--- config.mk ---
export PLATFORM = sky130hd
export DESIGN_NAME = serial_reg_port
export DESIGN_NICKNAME = d
export VERILOG_FILES = /design/src/rtl/srp_pkg.sv /design/src/rtl/srp_rx.sv /design/src/rtl/srp_regfile.sv /design/src/rtl/srp_tx.sv /design/src/rtl/serial_reg_port.sv
export SDC_FILE = /design/constraint.sdc
export NUM_CORES = 1
export LEC_CHECK = 0
export BUFFER_PORTS_ARGS = -buffer_cell sky130_fd_sc_hd__buf_4
export CAP_MARGIN = 30
export CORE_MARGIN = 1.5
export CORE_UTILIZATION = 42
export DETAILED_ROUTE_END_ITERATION = 10
export PLACE_DENSITY = 0.63
export SYNTH_ARGS = -nofsm -noshare
export SYNTH_HDL_FRONTEND = slang
export SYNTH_SLANG_ARGS = --single-unit
--- constraint.sdc ---
create_clock -name clk_i -period 1.8 [get_ports clk_i]
set_input_delay 0.18 -clock clk_i [delete_from_list [all_inputs] [get_ports clk_i]]
set_output_delay 0.18 -clock clk_i [all_outputs]
set_load 0.03 [all_outputs]
--- src/rtl/srp_pkg.sv ---
package srp_pkg;
    localparam int WORD_W       = 16;
    localparam int ADDR_W       = 5;
    localparam int DATA_W       = 10;
    localparam int NUM_REGS     = 11;
    localparam int CNT_W        = $clog2(WORD_W);
    localparam int LEFT_W       = CNT_W + 1;
    localparam int FLAT_W       = NUM_REGS * DATA_W;
    localparam int PAD_W        = WORD_W - DATA_W;
    localparam int RW_BIT       = WORD_W - 1;
    localparam int SELF_RST_BIT = 0;
    localparam logic [ADDR_W-1:0] CTRL_ADDR = '0;

    // implemented bits per register; zero mask marks an unused address
    function automatic logic [DATA_W-1:0] reg_mask(input int idx);
        case (idx)
            0:       reg_mask = DATA_W'(10'h380);
            1:       reg_mask = DATA_W'(10'h3FF);
            2, 3:    reg_mask = DATA_W'(10'h1FF);
            6:       reg_mask = DATA_W'(10'h0FF);
            7:       reg_mask = DATA_W'(10'h3FF);
            8, 9:    reg_mask = DATA_W'(10'h01F);
            10:      reg_mask = DATA_W'(10'h0FF);
            default: reg_mask = '0;
        endcase
    endfunction

    function automatic logic [DATA_W-1:0] reg_default(input int idx);
        case (idx)
            0:       reg_default = DATA_W'(10'h380);
            6:       reg_default = DATA_W'(10'h040);
            9:       reg_default = DATA_W'(10'h010);
            default: reg_default = '0;
        endcase
    endfunction

    function automatic logic [FLAT_W-1:0] default_image();
        logic [FLAT_W-1:0] img;
        img = '0;
        for (int i = 0; i < NUM_REGS; i++) img[i*DATA_W +: DATA_W] = reg_default(i);
        return img;
    endfunction
endpackage

--- src/rtl/srp_rx.sv ---
module srp_rx
    import srp_pkg::*;
(
    input  logic              clk_i,
    input  logic              rst_n_i,
    input  logic              smp_i,
    input  logic              load_n_i,
    input  logic              sdi_i,
    output logic              wr_o,
    output logic              rd_o,
    output logic [ADDR_W-1:0] addr_o,
    output logic [DATA_W-1:0] data_o
);
    typedef enum logic {RX_IDLE, RX_SHIFT} rx_state_t;

    rx_state_t         state_q, state_d;
    logic [WORD_W-2:0] shift_q;
    logic [CNT_W-1:0]  cnt_q;
    logic [WORD_W-1:0] word;
    logic              take, last;

    assign word = {shift_q, sdi_i};
    assign take = smp_i && (state_q == RX_SHIFT) && !load_n_i;
    assign last = take && (cnt_q == CNT_W'(WORD_W - 1));

    always_comb begin
        unique case (state_q)
            RX_IDLE:  state_d = load_n_i ? RX_IDLE : RX_SHIFT;
            RX_SHIFT: state_d = load_n_i ? RX_IDLE : RX_SHIFT;
        endcase
    end

    always_ff @(posedge clk_i or negedge rst_n_i) begin
        if (!rst_n_i) state_q <= RX_IDLE;
        else          state_q <= state_d;
    end

    always_ff @(posedge clk_i or negedge rst_n_i) begin
        if (!rst_n_i) begin
            shift_q <= '0;
            cnt_q   <= '0;
        end else if (load_n_i) begin
            cnt_q   <= '0;
        end else if (take) begin
            shift_q <= word[WORD_W-2:0];
            cnt_q   <= cnt_q + 1'b1;
        end
    end

    always_comb begin
        wr_o   = last && !word[RW_BIT];
        rd_o   = last &&  word[RW_BIT];
        addr_o = word[RW_BIT-1 -: ADDR_W];
        data_o = word[DATA_W-1:0];
    end

    AST_FRAME_CLEARED: assert property (@(posedge clk_i) disable iff (!rst_n_i)
        load_n_i |=> (cnt_q == '0 && !wr_o && !rd_o));
endmodule

--- src/rtl/srp_regfile.sv ---
module srp_regfile
    import srp_pkg::*;
(
    input  logic              clk_i,
    input  logic              rst_n_i,
    input  logic              wr_i,
    input  logic [ADDR_W-1:0] addr_i,
    input  logic [DATA_W-1:0] data_i,
    output logic [DATA_W-1:0] rd_data_o,
    output logic [FLAT_W-1:0] regs_o
);
    logic soft_rst;

    assign soft_rst = wr_i && (addr_i == CTRL_ADDR) && data_i[SELF_RST_BIT];

    for (genvar g = 0; g < NUM_REGS; g++) begin : g_reg
        localparam logic [DATA_W-1:0] MASK = reg_mask(g);
        localparam logic [DATA_W-1:0] DEF  = reg_default(g);
        logic [DATA_W-1:0] val_q;

        always_ff @(posedge clk_i or negedge rst_n_i) begin
            if (!rst_n_i)                                val_q <= DEF;
            else if (soft_rst)                           val_q <= DEF;
            else if (wr_i && addr_i == ADDR_W'(g))       val_q <= data_i & MASK;
        end

        assign regs_o[g*DATA_W +: DATA_W] = val_q;
    end

    always_comb begin
        rd_data_o = '0;
        for (int i = 0; i < NUM_REGS; i++)
            if (addr_i == ADDR_W'(i)) rd_data_o = regs_o[i*DATA_W +: DATA_W];
    end

    AST_RSVD_WRITE_IGNORED: assert property (@(posedge clk_i) disable iff (!rst_n_i)
        (wr_i && reg_mask(int'(addr_i)) == '0) |=> $stable(regs_o));
    AST_SELF_RESET_DEFAULTS: assert property (@(posedge clk_i) disable iff (!rst_n_i)
        (wr_i && addr_i == '0 && data_i[0]) |=> (regs_o == default_image()));
endmodule

--- src/rtl/srp_tx.sv ---
module srp_tx
    import srp_pkg::*;
(
    input  logic              clk_i,
    input  logic              rst_n_i,
    input  logic              smp_i,
    input  logic              lau_i,
    input  logic              load_n_i,
    input  logic              rd_i,
    input  logic [DATA_W-1:0] rd_data_i,
    output logic              sdo_o
);
    typedef enum logic {TX_IDLE, TX_SEND} tx_state_t;

    tx_state_t         state_q, state_d;
    logic [WORD_W-1:0] out_q, pend_q;
    logic              pend_v_q, armed_q;
    logic [LEFT_W-1:0] left_q;
    logic              go, more;

    assign go   = lau_i && !load_n_i;
    assign more = left_q > LEFT_W'(1);

    always_comb begin
        unique case (state_q)
            TX_IDLE: state_d = (go && armed_q) ? TX_SEND : TX_IDLE;
            TX_SEND: state_d = (go && !more && !armed_q) ? TX_IDLE : TX_SEND;
        endcase
    end

    always_ff @(posedge clk_i or negedge rst_n_i) begin
        if (!rst_n_i) state_q <= TX_IDLE;
        else          state_q <= state_d;
    end

    always_ff @(posedge clk_i or negedge rst_n_i) begin
        if (!rst_n_i) begin
            out_q    <= '0;
            pend_q   <= '0;
            pend_v_q <= 1'b0;
            armed_q  <= 1'b0;
            left_q   <= '0;
        end else begin
            if (rd_i) begin
                pend_q   <= {{PAD_W{1'b0}}, rd_data_i};
                pend_v_q <= 1'b1;
                armed_q  <= 1'b0;
            end else if (smp_i && !load_n_i && pend_v_q) begin
                armed_q  <= 1'b1;
            end
            if (go) begin
                if (state_q == TX_SEND && more) begin
                    out_q  <= {out_q[WORD_W-2:0], 1'b0};
                    left_q <= left_q - 1'b1;
                end else if (armed_q) begin
                    out_q    <= pend_q;
                    left_q   <= LEFT_W'(WORD_W);
                    pend_v_q <= 1'b0;
                    armed_q  <= 1'b0;
                end else begin
                    out_q  <= '0;
                    left_q <= '0;
                end
            end
        end
    end

    always_comb sdo_o = out_q[WORD_W-1];

    AST_SDO_HOLD_STROBE_HIGH: assert property (@(posedge clk_i) disable iff (!rst_n_i)
        load_n_i |=> $stable(sdo_o));
    AST_SDO_LAUNCH_ONLY: assert property (@(posedge clk_i) disable iff (!rst_n_i)
        !lau_i |=> $stable(sdo_o));
    AST_IDLE_SDO_LOW: assert property (@(posedge clk_i) disable iff (!rst_n_i)
        (state_q == TX_IDLE) |-> !sdo_o);
endmodule

--- src/rtl/serial_reg_port.sv ---
module serial_reg_port
    import srp_pkg::*;
(
    input  logic              clk_i,
    input  logic              rst_n_i,
    input  logic              sclk_i,
    input  logic              sdi_i,
    input  logic              load_n_i,
    input  logic              pol_i,
    output logic              sdo_o,
    output logic [FLAT_W-1:0] regs_o
);
    logic              sclk_q, rise, fall, smp, lau;
    logic              wr, rd;
    logic [ADDR_W-1:0] addr;
    logic [DATA_W-1:0] wdata, rdata;

    always_ff @(posedge clk_i or negedge rst_n_i) begin
        if (!rst_n_i) sclk_q <= 1'b0;
        else          sclk_q <= sclk_i;
    end

    assign rise = sclk_i && !sclk_q;
    assign fall = !sclk_i && sclk_q;
    assign smp  = pol_i ? rise : fall;
    assign lau  = pol_i ? fall : rise;

    srp_rx u_rx (
        .clk_i(clk_i), .rst_n_i(rst_n_i), .smp_i(smp), .load_n_i(load_n_i), .sdi_i(sdi_i),
        .wr_o(wr), .rd_o(rd), .addr_o(addr), .data_o(wdata)
    );

    srp_regfile u_regs (
        .clk_i(clk_i), .rst_n_i(rst_n_i), .wr_i(wr), .addr_i(addr), .data_i(wdata),
        .rd_data_o(rdata), .regs_o(regs_o)
    );

    srp_tx u_tx (
        .clk_i(clk_i), .rst_n_i(rst_n_i), .smp_i(smp), .lau_i(lau), .load_n_i(load_n_i),
        .rd_i(rd), .rd_data_i(rdata), .sdo_o(sdo_o)
    );

    AST_ONE_EDGE_KIND: assert property (@(posedge clk_i) disable iff (!rst_n_i)
        !(smp && lau));
endmodule

==> run summary <==
The flow ran to the end, but the final reports show violations. The final reports fail on setup timing. The most repeated cell in the gate-level netlist after synthesis is sky130_fd_sc_hd__dfrtp_1. The worst register-to-register path ends at u_regs.g_reg[1].val_q[5]. The I/O pin count is 117.

The via count of the first global-routing pass is 5,425. The row count is 45. The mean post-synth cell area came out at roughly 9.6 um^2. In this run, the number of DRC markers left after iteration 0 of detailed routing was 403. The leakage component of the power came out at 3.79 nW. The worst setup timing slack at the placement stage came out at -0.230 ns. Among all stages on the critical path, the largest delay is contributed by sky130_fd_sc_hd__or3b_4. The power per unit of standard cell area came out at roughly 800 mW/mm^2.

The commonest cells after synthesis are sky130_fd_sc_hd__dfrtp_1, sky130_fd_sc_hd__a21oi_1, sky130_fd_sc_hd__o21ai_0. The die boundary height is 127 um. Along the worst hold path, the cell count comes to 2.

The gate count of the mapped netlist is between 600 and 700. The worst setup path is launched from a flop. The largest net degree at the start of global routing came out at 118.

The clock root buffer is sky130_fd_sc_hd__clkbuf_16. The sequential cell area in the final layout is 0.00306 mm^2. From synthesis to final layout, the design area changed by 31.9%. The standard cell core area came out at 0.0151 mm^2. The floorplan die width came out at 127 um. Static timing analysis puts the maximum clock frequency at between 0.5 and 0.6 GHz. The footprint of the multi-input gates is 0.00332 mm^2. The portion of the clock cycle consumed by the worst path in the final layout came out at 106%. The share of async-settable or async-resettable flops after synthesis is between 90% and 100%.

The summed negative setup slack over all endpoints came out at -3.71 ns. The register-to-register setup slack came out at -0.10 ns. Setup repair after global routing could not meet its margin everywhere.

The number of antenna violations at the first check in global routing came out at 0. The number of antenna cells inserted is 0. The first global-routing pass estimated 29.9 mm of wire. Setup violations remaining at the end of the flow were counted as 82. The synthesized design contains 0 enable-type register cells. The final worst-path setup slack came out at -0.101 ns. In this run the most critical hold path is launched from sclk_i. The global placement routability congestion came out at around 0.87. The post-route minimum period came out at 1.90 ns. Global routing used 23.8% of the available tracks. The number of warnings printed during yosys synthesis came out at 0.

The worst setup path is captured at a flop. The number of nets with antenna violations after detailed routing is 0. The maximum root-to-sink buffer count is 2.

The number of slew-limit violations in the final report was 0. The worst ir drop on vdd came out at 0.656 mV. The critical path goes through or3b_4, buf_6, a21oi_4, buf_4, clkbuf_16, nand3_1, a21oi_1.

The share of the Yosys chip area taken by registers is 47.0%. The number of clock buffers added by TritonCTS is 17. The clock sink total is 122. For this configuration, the core starts out at a cell density of a little over two fifths. By area the synthesized netlist is led by sky130_fd_sc_hd__dfrtp_1, sky130_fd_sc_hd__a21oi_1, sky130_fd_sc_hd__o21ai_0, sky130_fd_sc_hd__buf_4, sky130_fd_sc_hd__nand3_1. The flip-flop and latch count after synthesis came out at 122. The cell area that synthesis handed to floorplanning was 0.00651 mm^2. Summed over all layers, the global routing overflow is 0. The start point of the critical path is sclk_q. The pin slew with the least headroom to its limit came out at between 0.6 and 0.7 ns. The clock insertion delay at the later pin of the skew report is between 0.4 and 0.5 ns.

The largest stage delay on the critical path is 0.43 ns. The via count is around 5,700. The register clock-pin slew on the reported worst setup and hold paths came out at about 0.06 ns. The number of remaining DRC errors came out at 0. For this run, the leading register cell type out of synthesis is sky130_fd_sc_hd__dfrtp_1. The area enclosed by the die boundary is 0.0162 mm^2.

The clock tree skew after final layout is 0.0109 ns. The share of the synthesized area in the top cell type is 45.0%. The number of filler cells placed in the layout came out at roughly 1,300. The highest net fanout along the worst path is 12. The remaining max-slew budget at the tightest pin is 55.5%. The vias per cell is 5.75. In this run the critical register-to-register path is launched from sclk_q. The detailed placement HPWL is 12.9 mm. Of the cells placed in the final design, the portion with a size suffix greater than 1 is 33.5%. The number of max-capacitance violations reported is 0. The post-layout net count is 805. The total count of hold-check failures in the final report is 0.

The number of H-tree branching levels came out at 4. The number of search-and-repair iterations in the first detailed-routing pass is 6. The worst hold path terminates at sclk_q. The synthesized netlist contains 62 unique library cells. The type of the worst setup path is flop to flop. The cell depth of the worst flop-to-flop path is 7. The number of non-filler instances in the completed layout came out at 997. Of all cell types, the one taking the most synthesized area is sky130_fd_sc_hd__dfrtp_1. The number of input and output port buffers inserted came out at 73.

The total instance count after detailed placement is ~950. The clock tree from TritonCTS is yes. The worst hold path belongs to the class input pin to flop. The data arrival time of the critical path is 2.25 ns. The total length of routed wires is 19.6 mm. The final routed wire length divided by cell count came out at 19.7 um.

The required arrival time at the worst endpoint is about 2.1 ns.
[layout by cell type (no fill, tap or decap), types with 3 or more instances in the layout]
cell	n
sky130_fd_sc_hd__a2111oi_4	5
sky130_fd_sc_hd__a211oi_1	5
sky130_fd_sc_hd__a21oi_1	74
sky130_fd_sc_hd__a21oi_2	14
sky130_fd_sc_hd__a221o_1	9
sky130_fd_sc_hd__a22o_1	7
sky130_fd_sc_hd__a2bb2oi_1	4
sky130_fd_sc_hd__and2_0	9
sky130_fd_sc_hd__buf_12	8
sky130_fd_sc_hd__buf_4	138
sky130_fd_sc_hd__buf_6	4
sky130_fd_sc_hd__clkbuf_16	19
sky130_fd_sc_hd__clkbuf_8	3
sky130_fd_sc_hd__clkinv_2	5
sky130_fd_sc_hd__clkinvlp_4	3
sky130_fd_sc_hd__conb_1	43
sky130_fd_sc_hd__dfrtp_1	116
sky130_fd_sc_hd__dfstp_2	5
sky130_fd_sc_hd__inv_1	14
sky130_fd_sc_hd__mux2_4	15
sky130_fd_sc_hd__mux2i_1	15
sky130_fd_sc_hd__nand2_1	7
sky130_fd_sc_hd__nand2b_1	10
sky130_fd_sc_hd__nand3_1	58
sky130_fd_sc_hd__nor2_1	35
sky130_fd_sc_hd__nor2_2	3
sky130_fd_sc_hd__nor2b_1	3
sky130_fd_sc_hd__nor3_1	8
sky130_fd_sc_hd__nor3_2	3
sky130_fd_sc_hd__nor4_2	3
sky130_fd_sc_hd__o211ai_1	4
sky130_fd_sc_hd__o21a_1	7
sky130_fd_sc_hd__o21ai_0	58
sky130_fd_sc_hd__o21ai_1	10
sky130_fd_sc_hd__o21ai_2	3
sky130_fd_sc_hd__o22ai_1	5
sky130_fd_sc_hd__o22ai_2	3
sky130_fd_sc_hd__or3_1	7
sky130_fd_sc_hd__xor2_1	3
[how the worst max path moves through the flow]
stage                               end  slack (ns)
3_5_place_dp             u_tx.pend_q[0]       -0.23
4_1_cts        u_regs.g_reg[7].val_q[4]       -0.07
3_3_place_gp             u_tx.pend_q[0]       -0.19
2_1_floorplan  u_regs.g_reg[3].val_q[1]        0.01
5_1_grt        u_regs.g_reg[1].val_q[3]       -0.19
6_report       u_regs.g_reg[1].val_q[5]       -0.10
[logic make-up (layout without fill, tap and decap cells)]
logic type / after synthesis / after routing / synth area share [%]
muxes: 32 / 32 / 5.60
adders and majority gates: 3 / 3 / 0.577
and+or+nand+nor: 177 / 177 / 15.1
xor gates and xnor gates: 3 / 3 / 0.404
AOI/OAI and AO/OA: 226 / 226 / 21.1
DFF: 122 / 122 / 47.0
other: 1 / 43 / 0.0576
buffers and inverters: 116 / 203 / 10.1
[flip-flops by register name, indices dropped and copies added, names as in the netlist]
name,count
u_tx.state_q,1
sclk_q,1
u_tx.armed_q,1
u_tx.out_q,16
u_tx.left_q,5
u_tx.pend_v_q,1
u_rx.shift_q,15
u_tx.pend_q,10
u_rx.state_q,1
u_regs.g.val_q,67
u_rx.cnt_q,4
[what timing repair did]
item,CTS,global route
setup endpoints to repair,89,95
hold endpoints to repair,121,0
gates resized for setup,31,76
pin swaps,0,10
setup buffers,0,7
hold buffers,2,0
cloned,0,3
[critical path, delay by kind of cell (launching register included)]
kind / cells / cell delay [ns]
AO/OA/AOI/OAI: 2 / 0.41
buffers and inverters: 3 / 0.49
flip-flops: 1 / 0.40
AND/OR/NAND/NOR: 2 / 0.52
[report_power, final]
part           switching [mW]  internal (mW)
Combinational           0.314          0.199
Sequential              0.217           2.82
Clock                    1.29           2.00
[metrics by stage]
stage	utilization [%]	hold WS (ns)	power [mW]	instance area (um^2)
global placement	49.5	-0.00296	3.51	7490
detailed placement	49.5	-0.00121	3.52	7490
floorplan	-	-0.116	3.38	6680
finish	56.7	0.0192	6.84	8580
CTS	53.9	0.000459	6.81	8170
global route	56.7	0.00244	7.06	8580
[layout make-up]
type | instances | share of cell area (%)
Multi-Input combinational cell | 484 | 38.7
Tap cell | 188 | 2.74
Clock inverter | 11 | 1.11
Timing Repair Buffer | 156 | 15.6
Inverter | 15 | 0.656
Sequential cell | 122 | 35.7
Clock buffer | 21 | 5.48
[layer usage]
layer,vias up,GRT usage (%),wire [um]
met2,215,37.5,9330
met1,2871,32.6,8770
met3,27,5.70,1170
met5,-,0,0
li1,2623,-,-
met4,0,7.29,348
No activity file was read; power rests on OpenSTA's default activity.
